[config.mk]
export PLATFORM = sky130hd
export DESIGN_NAME = pio_cycle_engine
export DESIGN_NICKNAME = d
export VERILOG_FILES = /design/src/rtl/pio_timing_pkg.sv /design/src/rtl/pio_phase_timer.sv /design/src/rtl/pio_ready_guard.sv /design/src/rtl/pio_bus_drive.sv /design/src/rtl/pio_cycle_engine.sv
export SDC_FILE = /design/constraint.sdc
export NUM_CORES = 1
export LEC_CHECK = 0
export BUFFER_PORTS_ARGS = -buffer_cell sky130_fd_sc_hd__buf_2
export CAP_MARGIN = 30
export CORE_ASPECT_RATIO = 1.4
export CORE_MARGIN = 2
export CORE_UTILIZATION = 35
export DETAILED_ROUTE_END_ITERATION = 8
export PLACE_DENSITY_LB_ADDON = 0.08
export RECOVER_POWER = 100
export REMOVE_ABC_BUFFERS = 1
export SYNTH_ARGS = -nofsm -noshare
export SYNTH_HDL_FRONTEND = slang
export SYNTH_HIERARCHICAL = 1
export SYNTH_SLANG_ARGS = --single-unit
[constraint.sdc]
create_clock -name clk -period 3.7 [get_ports clk]
set_input_delay 0.925 -clock clk [delete_from_list [all_inputs] [get_ports clk]]
set_output_delay 0.925 -clock clk [all_outputs]
set_load 0.02 [all_outputs]
[src/rtl/pio_timing_pkg.sv]
package pio_timing_pkg;

    localparam int MODE_W    = 3;
    localparam int REG_W     = 4;
    localparam int CNT_W     = 8;
    localparam int NUM_MODES = 5;
    localparam int FAST_MIN  = 3;

    typedef enum logic [2:0] {
        ST_IDLE,
        ST_SETUP,
        ST_STROBE,
        ST_RECOV,
        ST_DONE
    } pio_state_e;

    typedef struct packed {
        logic [CNT_W-1:0] setup;
        logic [CNT_W-1:0] active;
        logic [CNT_W-1:0] recov;
        logic             honor_rdy;
    } pio_timing_t;

    typedef struct packed {
        logic             write;
        logic [REG_W-1:0] sel;
    } pio_op_t;

    function automatic pio_timing_t make_timing(input int s, input int a, input int c,
                                                input logic fast);
        pio_timing_t t;
        t.setup     = CNT_W'(s);
        t.active    = CNT_W'(a);
        t.recov     = CNT_W'(c - s - a);
        t.honor_rdy = fast;
        return t;
    endfunction

    function automatic pio_timing_t timing_for_mode(input logic [MODE_W-1:0] m);
        pio_timing_t t;
        case (m)
            3'd1:    t = make_timing(5, 13, 39, 1'b0);
            3'd2:    t = make_timing(3, 10, 24, 1'b0);
            3'd3:    t = make_timing(3, 8, 18, 1'b1);
            3'd4:    t = make_timing(3, 7, 12, 1'b1);
            default: t = make_timing(7, 17, 60, 1'b0);
        endcase
        return t;
    endfunction

endpackage

[src/rtl/pio_phase_timer.sv]
module pio_phase_timer #(
    parameter int W = 8
) (
    input  logic         clk,
    input  logic         rst,
    input  logic         load,
    input  logic [W-1:0] load_val,
    output logic         expired
);
    logic [W-1:0] cnt;

    always_ff @(posedge clk) begin
        if (rst)
            cnt <= '0;
        else if (load)
            cnt <= load_val;
        else if (cnt != '0)
            cnt <= cnt - 1'b1;
    end

    assign expired = (cnt == '0);
endmodule

[src/rtl/pio_ready_guard.sv]
module pio_ready_guard #(
    parameter int LIMIT = 1250
) (
    input  logic clk,
    input  logic rst,
    input  logic clear,
    input  logic stretch,
    output logic expired
);
    localparam int W = $clog2(LIMIT + 1);
    logic [W-1:0] wcnt;

    always_ff @(posedge clk) begin
        if (rst || clear)
            wcnt <= '0;
        else if (stretch && !expired)
            wcnt <= wcnt + 1'b1;
    end

    assign expired = (wcnt == W'(LIMIT));
endmodule

[src/rtl/pio_bus_drive.sv]
module pio_bus_drive
    import pio_timing_pkg::*;
#(
    parameter int DATA_W = 16
) (
    input  pio_state_e        state,
    input  pio_op_t           op,
    input  logic [DATA_W-1:0] wdata,
    output logic              cs0_n,
    output logic              cs1_n,
    output logic [2:0]        da,
    output logic              rd_n,
    output logic              wr_n,
    output logic              dq_oe,
    output logic [DATA_W-1:0] dq_out
);
    logic in_cycle;
    logic strobing;
    logic driving;

    always_comb begin
        in_cycle = (state == ST_SETUP) || (state == ST_STROBE) || (state == ST_RECOV);
        strobing = (state == ST_STROBE);
        driving  = op.write && ((state == ST_STROBE) || (state == ST_RECOV));
        cs1_n    = !(in_cycle && op.sel[REG_W-1]);
        cs0_n    = !(in_cycle && !op.sel[REG_W-1]);
        da       = in_cycle ? op.sel[2:0] : 3'b000;
        rd_n     = !(strobing && !op.write);
        wr_n     = !(strobing && op.write);
        dq_oe    = driving;
        dq_out   = driving ? wdata : '0;
    end
endmodule

[src/rtl/pio_cycle_engine.sv]
module pio_cycle_engine
    import pio_timing_pkg::*;
#(
    parameter int DATA_W        = 16,
    parameter int TIMEOUT_TICKS = 1250
) (
    input  logic              clk,
    input  logic              rst,
    input  logic [2:0]        mode_sel,
    input  logic              req_valid,
    input  logic              req_write,
    input  logic [3:0]        req_reg,
    input  logic [DATA_W-1:0] req_wdata,
    output logic              req_ready,
    output logic              done,
    output logic [DATA_W-1:0] rdata,
    output logic              timeout_err,
    output logic              cs0_n,
    output logic              cs1_n,
    output logic [2:0]        da,
    output logic              rd_n,
    output logic              wr_n,
    output logic [DATA_W-1:0] dq_out,
    output logic              dq_oe,
    input  logic [DATA_W-1:0] dq_in,
    input  logic              iordy
);
    pio_state_e        state;
    pio_op_t           op_q;
    logic [DATA_W-1:0] wdata_q;
    pio_timing_t       tm_q;
    pio_timing_t       tm_new;

    logic             phase_zero;
    logic             wait_expired;
    logic             hold_strobe;
    logic             strobe_end;
    logic             stretch;
    logic             accept;
    logic             tmr_load;
    logic [CNT_W-1:0] tmr_val;

    always_comb begin
        tm_new      = timing_for_mode(mode_sel);
        accept      = (state == ST_IDLE) && req_valid;
        hold_strobe = tm_q.honor_rdy && !iordy;
        stretch     = (state == ST_STROBE) && phase_zero && hold_strobe;
        strobe_end  = (state == ST_STROBE) && phase_zero && (!hold_strobe || wait_expired);
        tmr_load    = 1'b0;
        tmr_val     = '0;
        case (state)
            ST_IDLE: if (accept) begin
                tmr_load = 1'b1;
                tmr_val  = tm_new.setup - 1'b1;
            end
            ST_SETUP: if (phase_zero) begin
                tmr_load = 1'b1;
                tmr_val  = tm_q.active - 1'b1;
            end
            ST_STROBE: if (strobe_end) begin
                tmr_load = 1'b1;
                tmr_val  = tm_q.recov - 1'b1;
            end
            default: ;
        endcase
    end

    always_ff @(posedge clk) begin
        if (rst) begin
            state       <= ST_IDLE;
            op_q        <= '0;
            wdata_q     <= '0;
            tm_q        <= '0;
            rdata       <= '0;
            timeout_err <= 1'b0;
        end else begin
            case (state)
                ST_IDLE: if (accept) begin
                    op_q.write  <= req_write;
                    op_q.sel    <= req_reg;
                    wdata_q     <= req_wdata;
                    tm_q        <= tm_new;
                    timeout_err <= 1'b0;
                    state       <= ST_SETUP;
                end
                ST_SETUP: if (phase_zero) state <= ST_STROBE;
                ST_STROBE: if (strobe_end) begin
                    if (!op_q.write) rdata <= dq_in;
                    timeout_err <= hold_strobe;
                    state       <= ST_RECOV;
                end
                ST_RECOV: if (phase_zero) state <= ST_DONE;
                default: state <= ST_IDLE;
            endcase
        end
    end

    pio_phase_timer #(.W(CNT_W)) u_timer (
        .clk      (clk),
        .rst      (rst),
        .load     (tmr_load),
        .load_val (tmr_val),
        .expired  (phase_zero)
    );

    pio_ready_guard #(.LIMIT(TIMEOUT_TICKS)) u_guard (
        .clk     (clk),
        .rst     (rst),
        .clear   (state != ST_STROBE),
        .stretch (stretch),
        .expired (wait_expired)
    );

    pio_bus_drive #(.DATA_W(DATA_W)) u_drive (
        .state  (state),
        .op     (op_q),
        .wdata  (wdata_q),
        .cs0_n  (cs0_n),
        .cs1_n  (cs1_n),
        .da     (da),
        .rd_n   (rd_n),
        .wr_n   (wr_n),
        .dq_oe  (dq_oe),
        .dq_out (dq_out)
    );

    assign req_ready = (state == ST_IDLE);
    assign done      = (state == ST_DONE);
endmodule

==> results of run 1 <==
[logic make-up after synthesis]
group	after synthesis	synth area share
XOR/XNOR	15	0.0358
AO/OA/AOI/OAI	101	0.175
flip-flops	70	0.381
multiplexers	3	0.00817
buffers and inverters	48	0.0596
AND/OR/NAND/NOR	195	0.323
adder cells (fa/ha/maj)	5	0.0170
[metrics by stage]
step / util / setup slack [ns]
after global placement: 0.408 / 0.704
after detailed placement: 0.408 / 0.643
after floorplan: - / -0.181
final: 0.426 / 0.570
after global routing: 0.426 / 0.302
after CTS: 0.437 / 0.742
[power breakdown]
part           switching, uW  internal [uW]
logic                    448            304
clock network            322            540
registers                103            849
total                    873           1690
[layout make-up]
type / instances / area, um2 / area share
Timing Repair Buffer: 96 / 442 / 0.101
Clock inverter: 5 / 58.8 / 0.0134
Tap cell: 138 / 173 / 0.0394
Inverter: 12 / 45.0 / 0.0103
Clock buffer: 11 / 243 / 0.0553
Sequential cell: 70 / 1400 / 0.320
Multi-Input combinational cell: 319 / 2020 / 0.461
[layout by cell type (no fill, tap or decap), types with 4 or more instances in the layout]
cell type | synthesis | layout
or3_1 | 8 | 8
nor3b_1 | 6 | 6
o21ai_0 | 4 | 4
clkbuf_16 | 0 | 9
nor2_1 | 16 | 16
nor3_1 | 15 | 15
or4_1 | 6 | 6
buf_2 | 6 | 43
nand3_1 | 5 | 5
nor4b_1 | 3 | 4
nand2_1 | 65 | 65
o31ai_1 | 22 | 22
xor2_1 | 4 | 4
buf_4 | 0 | 7
o32ai_1 | 4 | 4
and3_1 | 7 | 7
a21oi_1 | 49 | 49
inv_1 | 12 | 12
ha_1 | 5 | 5
dfxtp_1 | 70 | 70
nand4_1 | 6 | 6
clkbuf_1 | 24 | 46
nand4b_1 | 16 | 16
xnor2_1 | 11 | 11
and3_2 | 9 | 9
[worst min-delay path, cell delays in order, from the launching register on]
cell and delay (ns):
dfxtp_1 0.30, nand2_1 0.05, a21oi_1 0.05
[flip-flops by register name, indices dropped and copies added, names as in the netlist]
register      cells
op_q              5
rdata            16
state             3
timeout_err       1
tm_q             10
u_guard/wcnt     11
u_timer/cnt       8
wdata_q          16
[worst paths after layout]
path	from	end	slack (ns)
max	u_timer/cnt[3]	u_guard/wcnt[9]	0.57
max reg2reg	u_timer/cnt[3]	u_guard/wcnt[9]	0.57
min reg2reg	wdata_q[6]	wdata_q[6]	0.45
min	wdata_q[6]	wdata_q[6]	0.45
[per-layer routing]
layer | vias up | GRT usage | part of all wire
li1 | 1741 | - | -
met5 | - | 0 | 0
met2 | 64 | 0.301 | 0.50
met1 | 1590 | 0.213 | 0.43
met3 | 11 | 0.0404 | 0.045
met4 | 0 | 0.0724 | 0.018
==> flow_summary.ini, run 1 <==
[finish]
postLayoutCellArea_um2 = 4390
stdcell_count = 651
layout-drive-gt1-share = 0.170
areaGrowthSynthToFinish_pct = 19.4
nFillCells = 1109
num_antenna_cells = 0
nNetsFinal = 557

[routing]
vias = 3406
wl_per_cell_um = 15.2
ant_nets = 0
route.detailed.drc = 0
dr.first_iter.drc_count = 128
wl_um = 9870
drtPass1Iterations = 4
vias_per_cell = 5.23

[grt]
grt_pass1_vias = 3283
grt_usage = 0.176
grt_overflow_total = 0
antenna_found_initial = 0
grt_pass1_wl_um = 16300
grt_max_degree = 35

[run]
maxCapViolCount = 1

[yosys]
ys_ff_latch = 70
synth_seq_area_share = 0.381
synthTopCellsByCount = dfxtp_1 (70), nand2_1 (65), a21oi_1 (49), clkbuf_1 (24), o31ai_1 (22)
netlist_area_um2 = 3670
yosysMostFrequentCell = dfxtp_1
yosys.area.top_type = dfxtp_1
synth_edf_count = 0
synth-async-reset-ratio = 0
synth_top_area_frac = 0.381
ys_warn_count = 6
ys_types = 66
avgSynthCellArea_um2 = 8.41
netlist_instances = 437
ys.flop_type = dfxtp_1
synth.area.top_cells = dfxtp_1 (38%), a21oi_1 (6.7%), nand2_1 (6.6%), o31ai_1 (4.5%), nand4b_1 (3.8%)

[place]
hpwl_um = 6940
place.gp.congestion = 0.763
portBuffers = 86
placed_cells = 635
place_area_um2 = 4200

[floorplanning]
initial_utilization = 0.357
core_area_um2 = 10300
row_count = 44
dieWidth_um = 90.6
num_io_pins = 87
die_h_um = 125
die-area_um2 = 11300

[timing]
tns_ns = 0
hold_viol_final = 0
rsz0062_at_grt = false
finalClockSkew_ns = 0.00851
period_needed_ns = 3.13
drv_slew = 12
whs_ns = 0.451
min_period_over_period = 0.846
worst_slew_pin_slew_ns = 1.81
max_freq_ghz = 0.319
slew_headroom = -0.221
setup_viol = 0

[worst_setup_path]
crit_required_ns = 3.96
rr_worst_depth = 9
cp_slowest_stage_delay_ns = 0.66
worst-path-stages = 9
worstPathCellList = nor4_1, and4bb_1, nand4bb_1, buf_4, nor2_1, clkbuf_1, nand4_4, or4_1, a21oi_1
critPathMaxFanout = 18
cp_top_family = simple AND/OR/NAND/NOR gates
crit_path_start_kind = flop
critPathBufInv = 2
crit_arrival_ns = 3.39
crit_type = flop to flop
endpoint_kind = flop
slowest_stage = nor4_1

[power_and_ir_drop]
peakVddDrop_uv = 343
powerDensity_nw_per_um2 = 585
p_total_uw = 2570
leakagePower_uw = 0.00159

[status]
outcome = complete, but fails checks
violations = max-capacitance violations, max-slew violations

[clocking]
hold_buffers = 0
ctsHtreeMaxLevel = 3
worstSkewPairLatency_ns = 0.33
cts_resized = 0
cts_setup_buffers = 0
cts_tree = done
clkSinkCount = 70
cts_root_buf = clkbuf_16
path_clk_slew_ns = 0.06
cts_buffers = 9
clockBufferDepth = 2

[min_path]
whs_path_depth = 2
min-delay-path-class = flop to flop
Power figures use the tool's default switching activity.
==> inputs of run 2 (changes only) <==
--- a/config.mk
+++ b/config.mk
@@ -5,6 +5,7 @@
 export SDC_FILE = /design/constraint.sdc
 export NUM_CORES = 1
 export LEC_CHECK = 0
+export ABC_AREA = 1
 export BUFFER_PORTS_ARGS = -buffer_cell sky130_fd_sc_hd__buf_2
 export CAP_MARGIN = 30
 export CORE_ASPECT_RATIO = 1.4
==> constraint.sdc (replaced) <==
create_clock -name clk -period 2.8 [get_ports clk]
set_input_delay 0.7 -clock clk [delete_from_list [all_inputs] [get_ports clk]]
set_output_delay 0.7 -clock clk [all_outputs]
set_load 0.02 [all_outputs]
==> run 2 against run 1 <==
Net effect:
- the run now ends clean
- core utilization is 0.23 points higher
- sequential power is 41% higher
- total power rose by 52%
- clock power increased by 22%
- highest routed layer unchanged
==> flow_summary.ini, run 2 <==
[status]
outcome = finished clean

[worst_setup_path]
cp_top_family = simple AND/OR/NAND/NOR gates
worstPathCellList = nand3_2, nor2_1, clkbuf_1
slowest_stage = dfxtp_1
critPathBufInv = 1
critPathMaxFanout = 17
crit_type = flop to primary output
crit_path_start_kind = flop
crit_arrival_ns = 1.74
cp_slowest_stage_delay_ns = 0.50
endpoint_kind = primary output
crit_required_ns = 2.10

[clocking]
cts_root_buf = clkbuf_16
cts_buffers = 9
clockBufferDepth = 2
cts_tree = done
cts_setup_buffers = 0
hold_buffers = 0
worstSkewPairLatency_ns = 0.33
cts_resized = 0
path_clk_slew_ns = 0.06
ctsHtreeMaxLevel = 3
clkSinkCount = 70

[place]
portBuffers = 86
placed_cells = 777
place.gp.congestion = 0.945
hpwl_um = 6970
place_area_um2 = 4290

[run]
maxCapViolCount = 0

[floorplanning]
num_io_pins = 87
row_count = 44
initial_utilization = 0.361
dieWidth_um = 91.6
die_h_um = 127
die-area_um2 = 11600
core_area_um2 = 10400

[timing]
slew_headroom = 0.499
worst_slew_pin_slew_ns = 0.752
setup_viol = 0
tns_ns = 0
finalClockSkew_ns = 0.00665
drv_slew = 0
max_freq_ghz = 0.410
period_needed_ns = 2.44
rsz0062_at_grt = false
whs_ns = 0.461
hold_viol_final = 0
min_period_over_period = 0.872

[yosys]
netlist_instances = 565
synth_edf_count = 0
ys_ff_latch = 70
synth-async-reset-ratio = 0
ys_types = 33
yosysMostFrequentCell = nand2_1
synth_seq_area_share = 0.373
synth_top_area_frac = 0.373
ys_warn_count = 6
yosys.area.top_type = dfxtp_1
netlist_area_um2 = 3760
synthTopCellsByCount = nand2_1 (142), nor2_1 (88), inv_1 (78), dfxtp_1 (70), a21oi_1 (43)
ys.flop_type = dfxtp_1
synth.area.top_cells = dfxtp_1 (37%), nand2_1 (14%), nor2_1 (8.8%), inv_1 (7.8%), a21oi_1 (5.7%)
avgSynthCellArea_um2 = 6.65

[grt]
grt_pass1_wl_um = 15800
grt_max_degree = 34
grt_usage = 0.170
grt_overflow_total = 0
grt_pass1_vias = 3454
antenna_found_initial = 0

[routing]
ant_nets = 0
vias = 3654
vias_per_cell = 4.61
wl_per_cell_um = 11.9
wl_um = 9400
dr.first_iter.drc_count = 141
drtPass1Iterations = 4
route.detailed.drc = 0

[power_and_ir_drop]
switching_share = 0.410
seqPwrFrac = 0.344
powerDensity_nw_per_um2 = 876
p_total_uw = 3900
p_comb_frac = 0.387
p_int_uw = 2300
peakVddDrop_uv = 293
p_sw_uw = 1600
clkPwrFrac = 0.270
leakagePower_uw = 0.00191

[finish]
stdcell_count = 793
final_common_cell = nand2_1
postLayoutCellArea_um2 = 4460
layout-drive-gt1-share = 0.142
num_antenna_cells = 0
reg_top3 = rdata (16), wdata_q (16), u_guard/wcnt (11)
mostFrequentLayoutCells = nand2_1 (144), nor2_1 (94), inv_1 (78), dfxtp_1 (70), buf_2 (47)
areaGrowthSynthToFinish_pct = 18.6
nNetsFinal = 699

[min_path]
min-delay-path-class = flop to flop
## run 2: layout make-up
cell class,instances,area [um2]
fillers,1168,5950
multi-input cells,393,1870
flip-flops and latches,70,1400
repair buffers,91,412
inverters,85,322
clock buffers,11,243
well taps,138,173
clock inverters,5,35.0
## run 2: power by group through the flow
stage / Sequential (uW) / Combinational, uW / Clock (uW)
CTS: 1350 / 1580 / 1090
global placement: 1370 / 1570 / 0
detailed placement: 1370 / 1570 / 0
floorplan: 1380 / 1140 / 0
finish: 1340 / 1510 / 1050
global route: 1370 / 1730 / 1140
## run 2: tightest hold or removal path, delay by kind of cell (launching register included)
kind | cells | cell delay, ns
flops | 1 | 0.31
simple gates | 1 | 0.06
compound gates | 1 | 0.05
## run 2: cells by family (layout without fill, tap and decap cells)
family,count (synthesis),in the layout,synth area share
flops,70,70,0.373
xor+xnor,12,12,0.0280
buf+inv,102,192,0.116
simple gates,308,308,0.373
fa+ha+maj,5,5,0.0166
compound gates,68,68,0.0942
## run 2: worst paths after layout
check,from,end,slack [ns],cells past startpoint
min reg2reg,wdata_q[12],wdata_q[12],0.46,2
max,state[1],dq_out[14],0.36,3
max reg2reg,state[0],u_timer/cnt[2],0.43,7
min,wdata_q[12],wdata_q[12],0.46,2
## run 2: through the flow
step	worst slack, ns	utilization
final	0.360	0.428
after global routing	0.152	0.428
after CTS	0.496	0.439
after detailed placement	0.514	0.412
after global placement	0.588	0.412
after floorplan	0.768	-
## run 2: layer usage
metal  track usage  vias to the layer above  share of wire
li1              -                     1917              -
met1         0.184                     1659           0.40
met2         0.316                       67           0.54
met3        0.0428                       11          0.049
met4        0.0615                        0          0.016
met5             0                        -              0
